### src/rtl/nsu_pkg.sv
package nsu_pkg;

  // Which conversion path a source value takes
  typedef enum logic [1:0] {
    PATH_COPY  = 2'd0,  // direct field copy (normal, zero, inf, NaN, overflow)
    PATH_SUBN  = 2'd1,  // shift into single denormal
    PATH_FLUSH = 2'd2   // below denormal range: signed zero
  } path_e;

endpackage

### src/rtl/nsu_classify.sv
module nsu_classify
  import nsu_pkg::*;
#(
  parameter int SE  = 11,
  parameter int SM  = 52,
  parameter int DE  = 8,
  parameter int DM  = 23,
  parameter int SHW = $clog2(DM + 1)
) (
  input  logic [SE+SM-1:0] mag,
  output path_e            path,
  output logic [SHW-1:0]   shamt
);

  localparam int BIAS_S   = (1 << (SE - 1)) - 1;
  localparam int BIAS_D   = (1 << (DE - 1)) - 1;
  localparam int COPY_MIN = BIAS_S - BIAS_D + 1;  // smallest raw exponent copied
  localparam int SUBN_MIN = COPY_MIN - DM;        // smallest raw exponent shifted

  logic [SE-1:0] raw_exp;
  logic          mag_zero;
  logic [SE-1:0] diff;

  assign raw_exp  = mag[SE+SM-1:SM];
  assign mag_zero = ~|mag;
  assign diff     = SE'(COPY_MIN) - raw_exp;

  always_comb begin
    if (mag_zero || (raw_exp >= SE'(COPY_MIN))) begin
      path = PATH_COPY;
    end else if (raw_exp >= SE'(SUBN_MIN)) begin
      path = PATH_SUBN;
    end else begin
      path = PATH_FLUSH;
    end
  end

  always_comb begin
    if (path == PATH_SUBN) shamt = diff[SHW-1:0];
    else                   shamt = '0;
  end


  always_comb begin
    if (path == PATH_SUBN) begin
      subn_range_chk: assert ((diff != '0) && (diff <= SE'(DM)))
        else $error("denormal shift out of range");
    end
  end

endmodule

### src/rtl/nsu_subnorm_shift.sv
module nsu_subnorm_shift #(
  parameter int DM  = 23,
  parameter int SHW = $clog2(DM + 1)
) (
  input  logic [DM-1:0]  man_hi,
  input  logic [SHW-1:0] shamt,
  output logic [DM-1:0]  frac
);

  // stage 0 carries the hidden one above the kept fraction bits
  logic [DM:0] stg [0:SHW];

  assign stg[0] = {1'b1, man_hi};

  genvar g;
  generate
    for (g = 0; g < SHW; g++) begin : g_stage
      assign stg[g+1] = shamt[g] ? (stg[g] >> (1 << g)) : stg[g];
    end
  endgenerate

  assign frac = stg[SHW][DM-1:0];


  always_comb begin
    if (shamt != '0) begin
      hidden_gone_chk: assert (stg[SHW][DM] == 1'b0)
        else $error("hidden bit left in exponent position");
    end
  end

endmodule

### src/rtl/nsu_pack.sv
module nsu_pack
  import nsu_pkg::*;
#(
  parameter int DE = 8,
  parameter int DM = 23,
  localparam int DW = 1 + DE + DM
) (
  input  logic          sign,
  input  logic          exp_top,
  input  logic [DE-2:0] exp_low,
  input  logic [DM-1:0] man_hi,
  input  logic [DM-1:0] subn_frac,
  input  path_e         path,
  output logic [DW-1:0] word
);

  always_comb begin
    unique case (path)
      PATH_COPY: word = {sign, exp_top, exp_low, man_hi};
      PATH_SUBN: word = {sign, {DE{1'b0}}, subn_frac};
      default:   word = {sign, {(DW-1){1'b0}}};
    endcase
  end

endmodule

### src/rtl/nsu_out_reg.sv
module nsu_out_reg #(
  parameter int W = 32
) (
  input  logic         clk,
  input  logic         rst,
  input  logic         in_vld,
  input  logic [W-1:0] d,
  output logic         out_vld,
  output logic [W-1:0] q
);

  always_ff @(posedge clk) begin
    if (rst) out_vld <= 1'b0;
    else     out_vld <= in_vld;
  end

  always_ff @(posedge clk) begin
    if (in_vld) q <= d;
  end


  valid_follow_chk: assert property (@(posedge clk) disable iff (rst)
    in_vld |=> out_vld);


  valid_drop_chk: assert property (@(posedge clk) disable iff (rst)
    !in_vld |=> !out_vld);


  hold_idle_chk: assert property (@(posedge clk) disable iff (rst)
    !in_vld |=> $stable(q));


  reset_clear_chk: assert property (@(posedge clk)
    rst |=> !out_vld);

endmodule

### src/rtl/narrow_store_unit.sv
module narrow_store_unit
  import nsu_pkg::*;
#(
  parameter int SE = 11,
  parameter int SM = 52,
  parameter int DE = 8,
  parameter int DM = 23,
  localparam int SW   = 1 + SE + SM,
  localparam int DW   = 1 + DE + DM,
  localparam int SHW  = $clog2(DM + 1),
  localparam int DROP = SM - DM
) (
  input  logic          clk,
  input  logic          rst,
  input  logic          in_vld,
  input  logic [SW-1:0] in_word,
  output logic          out_vld,
  output logic [DW-1:0] out_word
);

  path_e          path;
  logic [SHW-1:0] shamt;
  logic [DM-1:0]  man_hi;
  logic [DM-1:0]  subn_frac;
  logic [DW-1:0]  next_word;

  assign man_hi = in_word[SM-1:DROP];

  nsu_classify #(.SE(SE), .SM(SM), .DE(DE), .DM(DM), .SHW(SHW)) u_classify (
    .mag   (in_word[SW-2:0]),
    .path  (path),
    .shamt (shamt)
  );

  nsu_subnorm_shift #(.DM(DM), .SHW(SHW)) u_shift (
    .man_hi (man_hi),
    .shamt  (shamt),
    .frac   (subn_frac)
  );

  nsu_pack #(.DE(DE), .DM(DM)) u_pack (
    .sign      (in_word[SW-1]),
    .exp_top   (in_word[SW-2]),
    .exp_low   (in_word[SM+DE-2:SM]),
    .man_hi    (man_hi),
    .subn_frac (subn_frac),
    .path      (path),
    .word      (next_word)
  );

  nsu_out_reg #(.W(DW)) u_out (
    .clk     (clk),
    .rst     (rst),
    .in_vld  (in_vld),
    .d       (next_word),
    .out_vld (out_vld),
    .q       (out_word)
  );


  sign_pass_chk: assert property (@(posedge clk) disable iff (rst)
    in_vld |=> (out_word[DW-1] == $past(in_word[SW-1])));


  flush_zero_chk: assert property (@(posedge clk) disable iff (rst)
    (in_vld && (path == PATH_FLUSH)) |=> (out_word[DW-2:0] == '0));


  subn_exp_chk: assert property (@(posedge clk) disable iff (rst)
    (in_vld && (path == PATH_SUBN)) |=> (out_word[DW-2:DM] == '0));

endmodule

### config.mk
export PLATFORM = sky130hd
export DESIGN_NAME = narrow_store_unit
export DESIGN_NICKNAME = d
export VERILOG_FILES = /design/src/rtl/nsu_pkg.sv /design/src/rtl/nsu_classify.sv /design/src/rtl/nsu_subnorm_shift.sv /design/src/rtl/nsu_pack.sv /design/src/rtl/nsu_out_reg.sv /design/src/rtl/narrow_store_unit.sv
export SDC_FILE = /design/constraint.sdc
export NUM_CORES = 1
export LEC_CHECK = 0
export ABC_AREA = 1
export BUFFER_PORTS_ARGS = -buffer_cell sky130_fd_sc_hd__buf_2
export CAP_MARGIN = 20
export CORE_MARGIN = 2
export CORE_UTILIZATION = 45
export CTS_BUF_LIST = sky130_fd_sc_hd__clkbuf_8
export CTS_CLUSTER_DIAMETER = 100
export DETAILED_ROUTE_END_ITERATION = 8
export GPL_TIMING_DRIVEN = 0
export PLACE_DENSITY = 0.75
export SLEW_MARGIN = 10
export SYNTH_ARGS = -nofsm -noshare
export SYNTH_HDL_FRONTEND = slang
export SYNTH_SLANG_ARGS = --single-unit
### constraint.sdc
create_clock -name clk -period 2.71 [get_ports clk]
set_input_delay 0.542 -clock clk [delete_from_list [all_inputs] [get_ports clk]]
set_output_delay 0.542 -clock clk [all_outputs]
set_load 0.05 [all_outputs]
==> flow_metrics.tcl, run 1 <==
set metrics [dict create \
    worst-setup-path-type "in -> reg" \
    finalHoldViolCount 0 \
    design.core.area_mm2 0.006350 \
    layout-drive-gt1-share_pct 26.90 \
    synth_warnings 0 \
    track_usage_pct 26.82 \
    total_power_mw 1.681 \
    netlist_top_cells_area "edfxtp_1 33%, nand2_1 23%, nand3_1 15%, nor2_1 7.3%, inv_1 3.6%" \
    port_buffers 99 \
    drc 0 \
    syn_nets 531 \
    path_cells "buf_2 > clkinv_4 > ha_1 > inv_1 > nor2_1 > nand2_1 > nand2_1 > o21bai_4 > nand3_4 > nor2_8 > buf_6 > nand3_1 > nand3_1 > nand3_1 > nand2_1 > nand2_1 > nand2_1 > nand2_1" \
    grt_pass1_vias 3180 \
    clk_pin_slew_ns 0.06 \
    outcome "finished, final reports clean" \
    grt_start_max_net_pins 34 \
    cp_max_fo 10 \
    grt_overflow 0 \
    use_met1_pct 38.67 \
    power_density_mw_per_mm2 447.8 \
    die_height_um 84.84 \
    critical-path-max-stage-delay_ns 0.21 \
    clockBufferDepth 2 \
    chipWidth_um 84.84 \
    place_hpwl_um 7758 \
    synthesis.area_mm2 0.002940 \
    avgViaCountPerCell 5.432 \
    yosys.area_share.simple_pct 50.77 \
    synth_most_common_cell "nand2_1" \
    leakage_nw 1.926 \
    slew_viol_final 0 \
    die_area_mm2 0.007197 \
    synth_compound_area_share_pct 6.000 \
    crit_required_ns 2.74 \
    wl_per_cell_um 15.11 \
    worst_setup_path_start_kind "input pin" \
    synthAdderAreaFrac_pct 1.277 \
    grt_util_met2_pct 42.16 \
    layout_min_cycle_time_ns 2.590 \
    yosysTopAreaCellShare_pct 32.68 \
    gp_congestion 0.9213 \
    vias 3569 \
    timing.fmax_ghz 0.3861 \
    antenna_left 0 \
    min_path_type "in -> reg" \
    post-route-period-util_pct 95.57 \
    synth_top_family_by_area "simple AND/OR/NAND/NOR gates" \
    synth.avg_cell_area_um2 6.378 \
    routed_wl_um 9924 \
    synth-edff-count 32 \
    pin_count 100 \
    critPathMostFrequentCell "nand2_1" \
    synth_top_cell_by_area "edfxtp_1" \
    grt-busiest-layer "met2" \
    cts_root_buf "clkbuf_8" \
    synthTopCellsByCount "178 x nand2_1, 90 x nand3_1, 57 x nor2_1, 32 x edfxtp_1, 28 x inv_1" \
    fin_tns_setup_ns 0 \
    critPathArrivalTime_ns 2.62 \
    ys_types 34 \
    synthCells 461 \
    ir_worst_vdd_v 0.0004985 \
    antenna_found_initial 0 \
    worstSetupEndpointType "register" \
    ys_seq_area_share_pct 33.36 \
    synth_seq_cells 33 \
    cts_tree "built" \
    num_antenna_cells 0 \
    drt-pass1-iter-count 6 \
    async_flop_share_pct 0 \
    row_count 29 \
    yosys_most_used_dff "edfxtp_1" \
    fill_cells 655 \
    slew_headroom_pct 55.84 \
    fin_nets 649 \
    tightest_slew_ns 0.6624 \
    drtIter0Drc 349 \
    cts_made_buffers 5 \
    use_met3_pct 2.529 \
    ctsHoldBuffers 0 \
    grt_pass1_wl_um 15370 \
    synthToLayoutAreaGrowth_pct 27.66 \
    crit_path_top_delay_cell "nor2_8" \
    htreeDepth 2 \
    start_util_pct 46.31 \
    synth-xor-area-share_pct 0.5957 \
    synth_mux_area_share_pct 0 \
    setup_violations 0 \
    clock-sinks 33 \
    drv_cap 0 \
]
-- critical path, delay by kind of cell --
| family | cells | cell delay, ns |
|---|---|---|
| AND/OR/NAND/NOR | 12 | 1.28 |
| buffers and inverters | 4 | 0.43 |
| adder cells (fa/ha/maj) | 1 | 0.20 |
| AO/OA/AOI/OAI | 1 | 0.16 |
-- sequential cells by signal, summed over array words and instances, names as in the netlist --
signal	flops
u_out.q	32
u_out.out_vld	1
-- per-stage QoR --
stage / cells / hold slack, ns / worst slack [ns] / utilization (%) / cell area (um2)
detailed placement: 637 / 0.7067 / -0.3840 / 55.63 / 3532
CTS: 645 / 0.4155 / 0.00005040 / 57.14 / 3628
finish: 657 / 0.4203 / 0.1202 / 59.11 / 3754
global placement: 637 / 0.6985 / -0.4018 / 55.63 / 3532
floorplan: 461 / 0.6132 / 0.2294 / - / 2940
global route: 657 / 0.4179 / -0.01931 / 59.11 / 3754
-- where the power goes --
| group | internal [mW] | switching (mW) |
|---|---|---|
| Combinational | 0.201 | 0.498 |
| Clock | 0.199 | 0.153 |
| Sequential | 0.620 | 0.0104 |
-- cell families (layout without fill, tap and decap cells) --
family / count (synthesis) / count (layout)
XOR/XNOR: 2 / 2
buffers and inverters: 51 / 170
AO/OA/AOI/OAI: 29 / 29
AND/OR/NAND/NOR: 343 / 343
flip-flops: 33 / 33
adder cells (fa/ha/maj): 3 / 3
-- layout make-up --
class | count | area, um2 | share of cell area, %
inverter | 33 | 131.4 | 3.500
clock buffer | 6 | 82.58 | 2.200
timing repair buffer | 111 | 583.1 | 15.53
sequential | 33 | 980.9 | 26.13
buffer | 18 | 130.1 | 3.467
clock inverter | 2 | 7.507 | 0.2000
multi-input combinational | 377 | 1742 | 46.40
tap | 77 | 96.34 | 2.567
-- layer usage --
metal,up-vias,routed length (um)
li1,1750,-
met3,40,924
met5,-,0
met1,1574,4252
met2,205,4423
met4,0,324
-- layout by cell type, fill, tap and decap left out, drive strengths merged --
cell      n
nand2   182
buf     125
nand3    93
nor2     63
inv      33
edfxtp   32
o21ai    16
clkbuf   10
a21oi     6
nand4     3
o211ai    3
ha        3
xor2      2
clkinv    2
o21bai    2
nor3      1
nand3b    1
o31ai     1
o22ai     1
dfxtp     1
-- what timing repair did --
item | 4_1_cts | 5_1_grt
buffers inserted | 0 | 10
resized for setup | 2 | 18
setup endpoints to repair | 11 | 23
gates cloned | 0 | 2
pin swaps | 0 | 6
endpoints found under the hold margin | 0 | 0
-- worst paths after layout --
path | from | cells past startpoint | end | slack, ns
setup / recovery | in_word[53] | 18 | u_out.q[4]$_DFFE_PP_ | 0.12
hold / removal | rst | 2 | u_out.out_vld$_SDFF_PP0_ | 0.42
(Power assumes the default switching activity.)
==> inputs of run 2 (changes only) <==
Settings changed: CTS_BUF_LIST sky130_fd_sc_hd__clkbuf_8 to default.
==> run 2 against run 1 <==
  * Sequential power barely moved
  * Global-route usage did not move
  * First-iteration DRC count fell by 11%
  * Setup slack improved by 0.0017 ns
  * Non-clock buffer count did not move
  * Critical path depth did not move
  * Flip-flop and latch count did not move
  * Sequential share of layout area barely moved
  * Critical endpoint is now u_out.q[8]$_DFFE_PP_
  * Largest cell class unchanged
  * Highest routed layer unchanged
==> flow_metrics.tcl, run 2 (synthesis gave the netlist of run 1 again) <==
set metrics [dict create \
    outcome "finished, final reports clean" \
    avgViaCountPerCell 5.382 \
    fill_cells 656 \
    setup_violations 0 \
    start_util_pct 46.31 \
    final_common_cell "nand2_1" \
    hold_start "rst" \
    reg_top3 "u_out.q: 32 flops, u_out.out_vld: 1 flops" \
    final_cell_mix "178 x nand2_1, 105 x buf_2, 89 x nand3_1" \
    fin_ws_ns 0.1218 \
    worst-setup-path-type "in -> reg" \
    post-route-period-util_pct 95.50 \
    clockBufferDepth 2 \
    fin_tns_setup_ns 0 \
    routed_wl_um 9912 \
    slew_headroom_pct 55.95 \
    cts_made_buffers 5 \
    wl_per_cell_um 15.09 \
    antenna_found_initial 0 \
    top_register "u_out.q" \
    die_area_mm2 0.007197 \
    slew_viol_final 0 \
    track_usage_pct 26.82 \
    layout_min_cycle_time_ns 2.588 \
    drt-pass1-iter-count 5 \
    finalHoldViolCount 0 \
    cp_max_fo 10 \
    design.core.area_mm2 0.006350 \
    timing.fmax_ghz 0.3864 \
    place_inst 637 \
    row_count 29 \
    cp-endpoint "u_out.q[8]$_DFFE_PP_" \
    total_power_mw 1.689 \
    gp_congestion 0.9213 \
    ctsHoldBuffers 0 \
    min_path_type "in -> reg" \
    cts_root_buf "clkbuf_8" \
    crit_required_ns 2.81 \
    critPathArrivalTime_ns 2.69 \
    place_hpwl_um 7758 \
    tightest_slew_ns 0.6608 \
    grt_overflow 0 \
    fin_nets 649 \
    pre_cts_ws_ns -0.3840 \
    leakage_nw 1.918 \
    crit_path_start "in_word[53]" \
    worst_setup_path_start_kind "input pin" \
    antenna_left 0 \
    ir_worst_vdd_v 0.0005095 \
    largest_register_ffs 32 \
    htreeDepth 2 \
    synthToLayoutAreaGrowth_pct 27.49 \
    grt_pass1_vias 3180 \
    power_density_mw_per_mm2 450.4 \
    vias 3536 \
    port_buffers 99 \
    num_antenna_cells 0 \
    whs_ns 0.4201 \
    pin_count 100 \
    layout-drive-gt1-share_pct 26.55 \
    die_height_um 84.84 \
    drv_cap 0 \
    clock-sinks 33 \
    instances_no_fill 657 \
    grt_pass1_wl_um 15370 \
    drc 0 \
    chipWidth_um 84.84 \
    clk_pin_slew_ns 0.06 \
    worstSetupEndpointType "register" \
    cts_tree "built" \
    grt_start_max_net_pins 34 \
    drtIter0Drc 312 \
]
run 2: report_power, final:
part	total, mW	internal [mW]	switching [mW]	leakage [nW]
logic	0.699	0.201	0.497	1.55
clock network	0.360	0.207	0.153	0.0455
registers	0.630	0.620	0.0102	0.318
total	1.69	1.03	0.661	1.92
run 2: final cells by class:
class / instances / area, um2 / area share (%)
Multi-Input combinational cell: 377 / 1737 / 46.33
Tap cell: 77 / 96.34 / 2.570
Clock buffer: 8 / 90.09 / 2.403
Inverter: 33 / 131.4 / 3.505
Buffer: 18 / 130.1 / 3.471
Timing Repair Buffer: 111 / 583.1 / 15.55
Sequential cell: 33 / 980.9 / 26.17
run 2: worst max-delay path, stage by stage:
cell and delay [ns]:
buf_2 0.12, clkinv_4 0.08, ha_1 0.15, inv_1 0.04, nor2_1 0.12, nand4_1 0.10, nand2_1 0.07, nand2_1 0.07
inv_2 0.08, nand3_4 0.17, nor2_8 0.21, inv_4 0.07, buf_4 0.18, nand3_1 0.12, nand3_1 0.15, nand3_1 0.11
nand2_1 0.08, o21ai_1 0.22
run 2: how the worst min path moves through the flow:
stage,depth (start not counted),endpoint
final,2,u_out.out_vld$_SDFF_PP0_
after global routing,2,u_out.out_vld$_SDFF_PP0_
after CTS,2,u_out.out_vld$_SDFF_PP0_
after detailed placement,2,u_out.out_vld$_SDFF_PP0_
after global placement,2,u_out.out_vld$_SDFF_PP0_
after floorplan,1,u_out.out_vld$_SDFF_PP0_
run 2: layer usage:
metal | GRT usage, % | up-vias | wire (um)
met5 | 0 | - | 0
met4 | 9.668 | 0 | 293
met3 | 2.529 | 32 | 893
li1 | - | 1751 | -
met2 | 42.16 | 188 | 4423
met1 | 38.67 | 1565 | 4301
run 2: per-stage QoR:
| stage | utilization, % | cell area (um2) |
|---|---|---|
| after floorplan | - | 2940 |
| after CTS | 57.14 | 3628 |
| final | 59.03 | 3749 |
| after global routing | 59.03 | 3749 |
| after detailed placement | 55.63 | 3532 |
| after global placement | 55.63 | 3532 |
run 2: what timing repair did:
action / 4_1_cts / 5_1_grt
buffers inserted: 0 / 10
resized for setup: 2 / 16
pin swaps: 1 / 6
endpoints found under the setup margin: 11 / 23
gates cloned: 0 / 2
